<file path="src/rtl/pix_mac_pkg.sv">
package pix_mac_pkg;
  typedef enum logic [1:0] {
    OP_IDLE  = 2'b00,
    OP_DOT   = 2'b01,
    OP_SHIFT = 2'b10,
    OP_CLR   = 2'b11
  } pix_op_e;
endpackage

</file>
<file path="src/rtl/pix_coef_bank.sv">
// Coefficient word store: synchronous write, asynchronous read, so it maps to distributed RAM.
module pix_coef_bank #(
  parameter int NCOEF  = 12,
  parameter int IDX_W  = 4,
  parameter int WORD_W = 32
) (
  input  logic              clk,
  input  logic              wr_en,
  input  logic [IDX_W-1:0]  wr_idx,
  input  logic [WORD_W-1:0] wr_data,
  input  logic [IDX_W-1:0]  rd_idx,
  output logic [WORD_W-1:0] rd_data
);
  localparam logic [IDX_W-1:0] LIMIT = IDX_W'(NCOEF);

  logic [WORD_W-1:0] mem [NCOEF];

  always_ff @(posedge clk) begin
    if (wr_en && (wr_idx < LIMIT)) mem[wr_idx] <= wr_data;
  end

  always_comb begin
    if (rd_idx < LIMIT) rd_data = mem[rd_idx];
    else                rd_data = '0;
  end
endmodule

</file>
<file path="src/rtl/pix_dot4.sv">
// Lane-wise unsigned multiply followed by a reduction sum.
module pix_dot4 #(
  parameter int LANES = 4,
  parameter int PIX_W = 8,
  localparam int WORD_W = LANES * PIX_W,
  localparam int PROD_W = 2 * PIX_W,
  localparam int SUM_W  = PROD_W + $clog2(LANES)
) (
  input  logic [WORD_W-1:0] pix,
  input  logic [WORD_W-1:0] coef,
  output logic [SUM_W-1:0]  sum
);
  logic [PROD_W-1:0] prod [LANES];

  for (genvar k = 0; k < LANES; k++) begin : g_lane
    assign prod[k] = pix[k*PIX_W +: PIX_W] * coef[k*PIX_W +: PIX_W];
  end

  always_comb begin
    sum = '0;
    for (int k = 0; k < LANES; k++) sum = sum + SUM_W'(prod[k]);
  end
endmodule

</file>
<file path="src/rtl/pix_win_shift.sv">
// Pixel window: shifts up one lane and takes a new byte into lane 0.
module pix_win_shift #(
  parameter int LANES = 4,
  parameter int PIX_W = 8,
  localparam int WORD_W = LANES * PIX_W
) (
  input  logic              clk,
  input  logic              rst,
  input  logic              shift_en,
  input  logic [PIX_W-1:0]  byte_in,
  output logic [WORD_W-1:0] window
);
  always_ff @(posedge clk) begin
    if (rst)           window <= '0;
    else if (shift_en) window <= {window[WORD_W-PIX_W-1:0], byte_in};
  end
endmodule

</file>
<file path="src/rtl/pix_mac_slice.sv">
module pix_mac_slice
  import pix_mac_pkg::*;
#(
  parameter int LANES = 4,
  parameter int PIX_W = 8,
  parameter int ACC_W = 24,
  parameter int NCOEF = 12,
  parameter int IDX_W = 4,
  localparam int WORD_W = LANES * PIX_W,
  localparam int SUM_W  = 2 * PIX_W + $clog2(LANES)
) (
  input  logic              clk,
  input  logic              rst,
  input  logic              op_valid_i,
  input  logic [1:0]        op_code_i,
  input  logic [IDX_W-1:0]  coef_sel_i,
  input  logic [PIX_W-1:0]  load_byte_i,
  input  logic              cw_en_i,
  input  logic [IDX_W-1:0]  cw_idx_i,
  input  logic [WORD_W-1:0] cw_data_i,
  output logic [ACC_W-1:0]  acc_o,
  output logic [WORD_W-1:0] pix_o
);
  pix_op_e           op;
  logic [WORD_W-1:0] coef_word;
  logic [SUM_W-1:0]  dot_sum;
  logic [ACC_W-1:0]  acc_q;
  logic [WORD_W-1:0] window;

  assign op = pix_op_e'(op_code_i);

  pix_coef_bank #(.NCOEF(NCOEF), .IDX_W(IDX_W), .WORD_W(WORD_W)) u_bank (
    .clk     (clk),
    .wr_en   (cw_en_i),
    .wr_idx  (cw_idx_i),
    .wr_data (cw_data_i),
    .rd_idx  (coef_sel_i),
    .rd_data (coef_word)
  );

  pix_dot4 #(.LANES(LANES), .PIX_W(PIX_W)) u_dot (
    .pix  (window),
    .coef (coef_word),
    .sum  (dot_sum)
  );

  pix_win_shift #(.LANES(LANES), .PIX_W(PIX_W)) u_win (
    .clk      (clk),
    .rst      (rst),
    .shift_en (op_valid_i && (op == OP_SHIFT)),
    .byte_in  (load_byte_i),
    .window   (window)
  );

  always_ff @(posedge clk) begin
    if (rst) begin
      acc_q <= '0;
    end else if (op_valid_i) begin
      case (op)
        OP_DOT:  acc_q <= acc_q + ACC_W'(dot_sum);
        OP_CLR:  acc_q <= '0;
        default: acc_q <= acc_q;
      endcase
    end
  end

  assign acc_o = acc_q;
  assign pix_o = window;
endmodule

</file>
<file path="config.mk">
export PLATFORM = sky130hd
export DESIGN_NAME = pix_mac_slice
export DESIGN_NICKNAME = d
export VERILOG_FILES = /design/src/rtl/pix_mac_pkg.sv /design/src/rtl/pix_coef_bank.sv /design/src/rtl/pix_dot4.sv /design/src/rtl/pix_win_shift.sv /design/src/rtl/pix_mac_slice.sv
export SDC_FILE = /design/constraint.sdc
export NUM_CORES = 1
export LEC_CHECK = 0
export ABC_AREA = 1
export CORE_ASPECT_RATIO = 0.75
export CORE_UTILIZATION = 56
export CTS_CLUSTER_DIAMETER = 60
export CTS_CLUSTER_SIZE = 14
export DETAILED_ROUTE_END_ITERATION = 7
export PLACE_DENSITY = 0.82
export SLEW_MARGIN = 0
export SYNTH_ARGS = -nofsm -noshare
export SYNTH_HDL_FRONTEND = slang
export SYNTH_SLANG_ARGS = --single-unit
</file>
<file path="constraint.sdc">
create_clock -name clk -period 10.5 [get_ports clk]
set_clock_uncertainty 0.05 [all_clocks]
set_input_delay 2.1 -clock clk [delete_from_list [all_inputs] [get_ports clk]]
set_output_delay 2.1 -clock clk [all_outputs]
set_load 0.005 [all_outputs]
</file>
==> results of run 1 <==
[critical path, delay by kind of cell]
family          cells  cell delay, ns
fa+ha+maj          13            5.60
xor+xnor            2            0.30
simple gates       10            1.30
buf+inv             9            1.37
compound gates      7            0.91
[power by group]
group | internal [W] | switching (W)
Clock | 0.000689 | 0.000654
Combinational | 0.00118 | 0.00147
Sequential | 0.00195 | 0.0000404
[Yosys cell counts, drive strengths merged]
library cell	n
mux2i	4
buf	65
a21boi	6
o22ai	60
and3	1
nand2	507
ha	155
o21bai	3
a21o	4
and2	3
a21oi	112
xnor2	9
o21ai	207
edfxtp	384
clkinv	2
nand4	5
xor2	19
nand3	118
o221ai	6
o211ai	3
nor2	332
or2	10
nor4	1
o21a	3
inv	404
o31ai	2
clkbuf	29
a31oi	6
nand3b	6
dfxtp	56
nor3	8
a32oi	1
fa	211
[worst paths after layout]
check / from / to / depth (start not counted)
worst max-delay path: coef_sel_i[2] / acc_o[16]$_SDFFE_PP0P_ / 41
worst min-delay path: acc_o[2]$_SDFFE_PP0P_ / acc_o[2]$_SDFFE_PP0P_ / 2
worst max register to register: u_bank.mem[4][4]$_DFFE_PP_ / acc_o[16]$_SDFFE_PP0P_ / 46
worst min register to register: acc_o[2]$_SDFFE_PP0P_ / acc_o[2]$_SDFFE_PP0P_ / 2
[sequential cells by signal (all words and copies together), names as in the netlist]
| name | flops |
|---|---|
| acc_o | 24 |
| u_win.window | 32 |
| u_bank.mem | 384 |
[final cells by class]
cell class | instances | area (um^2) | area share
multi-input combinational | 1802 | 14300 | 0.421
clock inverter | 8 | 120 | 0.00353
inverter | 406 | 1590 | 0.0467
antenna | 2 | 5.00 | 0.000147
sequential | 440 | 12700 | 0.372
tap | 639 | 800 | 0.0235
clock buffer | 46 | 1000 | 0.0295
timing repair inverter | 1 | 8.76 | 0.000258
timing repair buffer | 378 | 3510 | 0.103
[metrics by stage]
| step | area (um^2) | util | hold slack [ns] | TNS, ns | worst slack, ns |
|---|---|---|---|---|---|
| after floorplan | 27800 | - | 0.418 | -1.16 | -0.172 |
| after global placement | 30800 | 0.645 | 0.426 | -20.97 | -1.34 |
| after detailed placement | 30800 | 0.645 | 0.449 | -23.97 | -1.47 |
| after CTS | 32800 | 0.688 | 0.459 | -4.41 | -0.386 |
| after global routing | 34000 | 0.712 | 0.468 | -14.95 | -1.06 |
| final | 34000 | 0.712 | 0.461 | -8.66 | -0.731 |
[cell families (layout without fill, tap and decap cells)]
| logic type | after synthesis | after routing | share of synthesized area |
|---|---|---|---|
| AO/OA/AOI/OAI | 413 | 413 | 0.0842 |
| other | 0 | 2 | 0 |
| XOR/XNOR | 28 | 28 | 0.00897 |
| multiplexers | 4 | 4 | 0.00146 |
| buffers and inverters | 500 | 839 | 0.0723 |
| adder cells (fa/ha/maj) | 366 | 366 | 0.226 |
| flip-flops | 440 | 440 | 0.463 |
| AND/OR/NAND/NOR | 991 | 991 | 0.145 |
[metal layers]
metal / track usage / part of all wire / vias up
met5: 0 / 0.00011 / -
met4: 0.116 / 0.044 / 2
met3: 0.0667 / 0.11 / 284
li1: - / - / 9649
met1: 0.418 / 0.37 / 10600
met2: 0.496 / 0.47 / 1455
[cell usage in the layout (no fill, tap or decap), types with 32 or more instances in the layout]
cell,count
sky130_fd_sc_hd__edfxtp_1,384
sky130_fd_sc_hd__o22ai_1,53
sky130_fd_sc_hd__nand3_1,98
sky130_fd_sc_hd__clkbuf_16,42
sky130_fd_sc_hd__inv_2,32
sky130_fd_sc_hd__buf_4,229
sky130_fd_sc_hd__nand2_2,52
sky130_fd_sc_hd__dfxtp_1,56
sky130_fd_sc_hd__o21ai_1,55
sky130_fd_sc_hd__o21ai_0,136
sky130_fd_sc_hd__clkdlybuf4s50_1,105
sky130_fd_sc_hd__nand2_1,431
sky130_fd_sc_hd__a21oi_1,73
sky130_fd_sc_hd__nor2_1,286
sky130_fd_sc_hd__fa_1,209
sky130_fd_sc_hd__ha_1,122
sky130_fd_sc_hd__inv_1,361
[timing repair]
| action | CTS | global route |
|---|---|---|
| setup endpoints to repair | 18 | 19 |
| cloned | 3 | 3 |
| gates resized for setup | 150 | 211 |
| buffers inserted | 20 | 43 |
| pin swaps | 41 | 99 |
| endpoints found under the hold margin | 0 | 0 |
==> impl.org, run 1 <==
** Yosys
- Yosys attributes the largest share of cell area to sky130_fd_sc_hd__edfxtp_1 42%, sky130_fd_sc_hd__fa_1 15%, sky130_fd_sc_hd__ha_1 7.1%.
- Yosys cell types :: 43
- Area share of the largest cell type after synthesis :: 0.422
- The number of nets in the synthesized netlist is 3162.
- Number of cells produced by synthesis :: roughly 2700
- Mapped cell area :: roughly 0.027 mm^2
- Yosys warnings :: 0
- Syn Area/Cell :: ~10 um^2
- Cell type with the largest total area after synthesis :: sky130_fd_sc_hd__edfxtp_1
- The synthesized design contains 440 register bits.
- Sequential cell area fraction in the yosys report :: 0.463

** Worst setup path
- Flop2flop setup slack :: 0.69 ns
- The largest single stage delay on the critical path is roughly 0.56 ns.
- WP data required :: about 11 ns
- Cell type with the highest occurrence count on the critical path :: sky130_fd_sc_hd__fa_1
- Critical Path Sink Type :: flip-flop
- Arrival time worst endpoint :: 11.63 ns
- Along the worst path, the maximum fanout reaches 11.
- Kind of critical path :: input port to flip-flop
- Slowest stage cell on the critical path :: sky130_fd_sc_hd__fa_1
- Startpoint types :: input port

** Layout
- Non-filler cells in the finished layout :: ~3700
- The final layout contains between 3000 and 4000 nets.
- Compared with the post-synthesis result, the final layout area differs by 24.4%.
- The filler cells instantiated in the layout total approximately 3000.
- Layout cells sized above 1 :: 0.207

** Clocking
- Buffers inserted to repair hold after CTS numbered 0.
- Sink Count :: 440
- The clock reaches the later pin of the worst-skew pair after between 0.5 and 0.6 ns.
- Root Driver :: sky130_fd_sc_hd__clkbuf_16
- TritonCTS built the clock tree.
- In this run the number of H-tree levels came out at 2.
- CTS clk-pin slew, worst paths :: ~0.070 ns
- CTS buffer count :: 39
- The longest clock path from root to sink contains 3 buffers.

** Timing
- Transition time of the tightest slew-check pin :: ~1.3 ns
- Timing would allow up to ~90 MHz.
- In the finished design, the share of the clock period the worst path needs comes to 1.07.
- The routed design could run at a clock period as short as around 11 ns.
- Setup repair after global routing could not meet its margin everywhere.
- Setup violations remaining at the end of the flow were counted as 16.
- Slack of the critical path :: -0.731 ns
- The count of final hold-check violations is 0.
- The max-slew violation total from the final report came to 0.
- Worst slew margin relative to its limit :: 0.154

** Global routing
- Number of global-route vias before repair :: roughly 22000
- Number of antenna violations at the first check in global routing :: 4
- Pin count of the biggest net entering global routing :: 50
- Summed over all layers, the global routing overflow is 0.
- First-pass GRT wire length :: around 120000 um
- Total GRT Usage :: 0.310

** Floorplan
- Floorplan row count :: 69
- Die width :: about 260 um
- In this run the standard cell core region covers 0.0477 mm^2.
- For this configuration, the core starts out at a cell density of 0.572.
- From bottom edge to top edge, the die measures 193 um.
- Die Outline Area :: about 0.050 mm^2
- During I/O placement, the number of pins put on the boundary was 110.

** Placed design
- Final RePlAce weighted congestion :: slightly below 1
- Once placement completed, the tool counted placed cells totaling 3597.
- Number of I/O port buffers :: ~110
- Estimated wirelength of the detail-placed design :: a little over 50000 um

** Status
- Violated checks :: negative setup slack
- The flow ran to the end, but the final reports show violations.

** Pwr
- Leakage power total :: around 14 nW
- Power after layout :: roughly 0.006 W
- Power Dens Cells :: 176 mW/mm^2
- Worst VDD drop :: 220 uV

** Route
- Via/cell ratio :: about 6
- The detailed router finished its first iteration with around 2800 violations.
- The final route contains about 22000 vias.
- Post-DR wirelength/cell :: between 20 and 25 um
- Post-Route WL :: just under 80000 um
- The pre-antenna-repair detailed-routing pass consisted of 6 iterations.
- Detailed-route DRC error count :: 0
- The detail route stage leaves a number of antenna-violating nets equal to 0.

** Run
- Max Cap Viol :: 0

** Min path
- Tightest Hold Check Type :: flip-flop to flip-flop
Note: power is estimated with default switching activity, not from simulation.
==> run 2, diff against run 1 <==
--- a/config.mk
+++ b/config.mk
@@ -11,7 +11,7 @@
 export CTS_CLUSTER_DIAMETER = 60
 export CTS_CLUSTER_SIZE = 14
 export DETAILED_ROUTE_END_ITERATION = 7
-export PLACE_DENSITY = 0.82
+export PLACE_DENSITY_LB_ADDON = 0.05
 export SLEW_MARGIN = 0
 export SYNTH_ARGS = -nofsm -noshare
 export SYNTH_HDL_FRONTEND = slang
==> run 2 against run 1 <==
Against the previous run:
- routed wire length increased by 0.27%
- sequential share of layout area is 0.94 points lower
- largest power group unchanged
- first-iteration DRC count is 28% lower
- the run still ends with negative setup slack left
- via count is 3.1% lower
- highest routed layer unchanged
==> impl.org, run 2 (synthesis gave the netlist of run 1 again) <==
** Route
- Using the TritonRoute via totals, the vias-per-cell ratio works out to 5.65.
- Detailed-route DRC error count :: 0
- Detailed routing inserted a total of about 21000 vias.
- Number of iterations in the first detailed-routing pass :: 5
- The detail route stage leaves a number of antenna-violating nets equal to 0.
- The first routing iteration left approximately 2000 violations.
- In the final routed layout, each cell accounts on average for roughly 21 um.
- Post-Route WL :: 79600 um

** Timing
- The count of final hold-check violations came to 0.
- Worst slew margin relative to its limit :: 0.342
- For this run, the top clock speed supported by timing is about 91 MHz.
- At the pin with the least slew margin, the transition time is between 0.9 and 1 ns.
- RSZ-0062 raised after global routing :: yes
- Fin. max-slew vios :: 0
- Period utilization :: 1.05
- The worst path in the final design needs a cycle of around 11 ns, including I/O delays and setup.
- Total Neg Setup Slack :: -6.59 ns
- Number of failing setup endpoints in the final timing report :: 16
- In the post-route analysis, the smallest setup slack over all paths is -0.546 ns.

** Worst setup path
- Among all stages on the critical path, the largest delay is contributed by sky130_fd_sc_hd__fa_1.
- In this design, the critical path's most frequently occurring cell is sky130_fd_sc_hd__fa_1.
- STA puts the critical path data arrival time at 11.47 ns.
- Kind of critical path :: input port to flip-flop
- The worst setup path is launched from an input port.
- The worst setup path is captured at a flip-flop.
- Along the worst path, the maximum fanout reaches 7.
- Data on the critical path is required at its endpoint by roughly 11 ns.
- CP peak stage delay :: between 0.5 and 0.6 ns

** Layout
- The register with the most flip-flops in the layout has 384 of them.
- Most frequent standard cell in the layout excluding fill and tap cells :: sky130_fd_sc_hd__nand2_1
- Once layout is complete, the cells apart from fillers number approximately 3800.
- Area growth from synthesis to final layout :: 27.6%
- Of the cells placed in the final design, the portion with a size suffix greater than 1 is 0.236.
- Counting flops per register, the top entry is u_bank.mem.
- Top library cells by usage in the layout, fill and taps aside :: 420 x sky130_fd_sc_hd__nand2_1, 384 x sky130_fd_sc_hd__edfxtp_1, 350 x sky130_fd_sc_hd__inv_1
- After the last flow step, the layout net total stands at about 3500.

** Floorplan
- Die width :: around 260 um
- Floorplan row count :: 69
- Die Outline Area :: around 0.050 mm^2
- The floorplan step set the die height to about 190 um.
- Std-Cell Core Area :: ~0.048 mm^2
- Effective utilization at floorplan :: 0.572
- I/O pins :: 110

** Clocking
- Root Driver :: sky130_fd_sc_hd__clkbuf_16
- CTS clk-pin slew, worst paths :: about 0.06 ns
- Clock tree synthesis inserted a total of 41 buffers.
- TritonCTS built the clock tree.
- Clock buffer depth :: 3
- At the later pin of the worst-skew pair, clock insertion delay measures about 0.59 ns.
- Counting every sink on the clock net gives 440.
- CTS H-tree depth :: 2

** Pwr
- Worst VDD drop :: ~260 uV
- Power Dens Cells :: 172 mW/mm^2
- Leakage power total :: 14.3 nW

** Min path
- Tightest Hold Check Type :: flip-flop to flip-flop

** Global routing
- Grt ovf :: 0
- The first global-routing pass estimated 124000 um of wire.
- The initial antenna violation count came to 3.
- Number of global-route vias before repair :: ~22000
- Entering global routing, the biggest net connects 50 pins.
- In the global route stage, overall resource usage came out at 0.326.

** Placed design
- Final RePlAce weighted congestion :: 0.904
- Number of placed instances with taps included :: between 3000 and 4000
- Summed over all nets, the half-perimeter wirelength after detailed placement is 53200 um.
- In this run the tool buffered the top-level ports with between 100 and 150 buffer cells.

** Status
- Run status :: finished with violations
- The checks that failed: negative setup slack.

** Run
- Max Cap Viol :: 0
run 2: cell count changes in the layout (fill, tap and decap cells not counted), sizes merged:
| cell | previous run | this run |
|---|---|---|
| inv | 404 | 412 |
| dlygate4sd2 | 1 | 0 |
| bufbuf | 0 | 2 |
| clkinv | 9 | 6 |
| buf | 268 | 320 |
| clkbuf | 49 | 45 |
| clkinvlp | 2 | 4 |
run 2: stage by stage:
stage	worst slack [ns]	hold slack [ns]	cell area (um^2)	total power, W	utilization
floorplan	-0.172	0.418	27800	0.00310	-
global placement	-1.64	0.412	30900	0.00378	0.648
detailed placement	-1.74	0.430	30900	0.00381	0.648
CTS	-0.322	0.440	34000	0.00561	0.712
global route	-0.923	0.469	34900	0.00629	0.730
finish	-0.546	0.436	34900	0.00599	0.730
run 2: area by class of cell:
class / count / area (um^2)
multi-input cells: 1802 / 14500
fillers: 3298 / 12900
flip-flops and latches: 440 / 12700
repair buffers: 429 / 4110
inverters: 406 / 1570
clock buffers: 44 / 1040
well taps: 639 / 800
clock inverters: 12 / 104
repair inverters: 4 / 50.0
diodes: 2 / 5.00
run 2: worst paths after layout:
path / startpoint / endpoint / slack, ns / depth (start not counted)
worst min register to register: acc_o[21]$_SDFFE_PP0P_ / acc_o[21]$_SDFFE_PP0P_ / 0.44 / 2
worst max-delay path: coef_sel_i[1] / acc_o[22]$_SDFFE_PP0P_ / -0.55 / 46
worst max register to register: u_bank.mem[5][3]$_DFFE_PP_ / acc_o[22]$_SDFFE_PP0P_ / 0.85 / 46
worst min-delay path: acc_o[21]$_SDFFE_PP0P_ / acc_o[21]$_SDFFE_PP0P_ / 0.44 / 2
run 2: worst max-delay path: cells and delay by family:
kind	cells	cell delay [ns]
adders and majority gates	13	5.77
buffers and inverters	12	1.12
and+or+nand+nor	11	1.12
AOI/OAI and AO/OA	8	0.98
xor gates and xnor gates	2	0.38
run 2: what timing repair did:
action                     in CTS  in global routing
hold buffers                    0                  0
setup endpoints to repair      19                 19
setup buffers                  67                 23
pin swaps                      83                110
resized for setup             274                163
cloned                         14                  1
run 2: where the power goes:
part           leakage [nW]  internal (W)  total (W)  switching (W)
Combinational          9.85       0.00122    0.00263        0.00141
Clock                 0.549      0.000712    0.00137       0.000662
Sequential             3.92       0.00195    0.00199      0.0000381
Total                  14.3       0.00387    0.00599        0.00211
run 2: per-layer routing:
| metal | track usage | routed length [um] |
|---|---|---|
| met4 | 0.112 | 2420 |
| met3 | 0.0761 | 7760 |
| met1 | 0.456 | 33000 |
| met5 | 0 | 15 |
| met2 | 0.501 | 36400 |
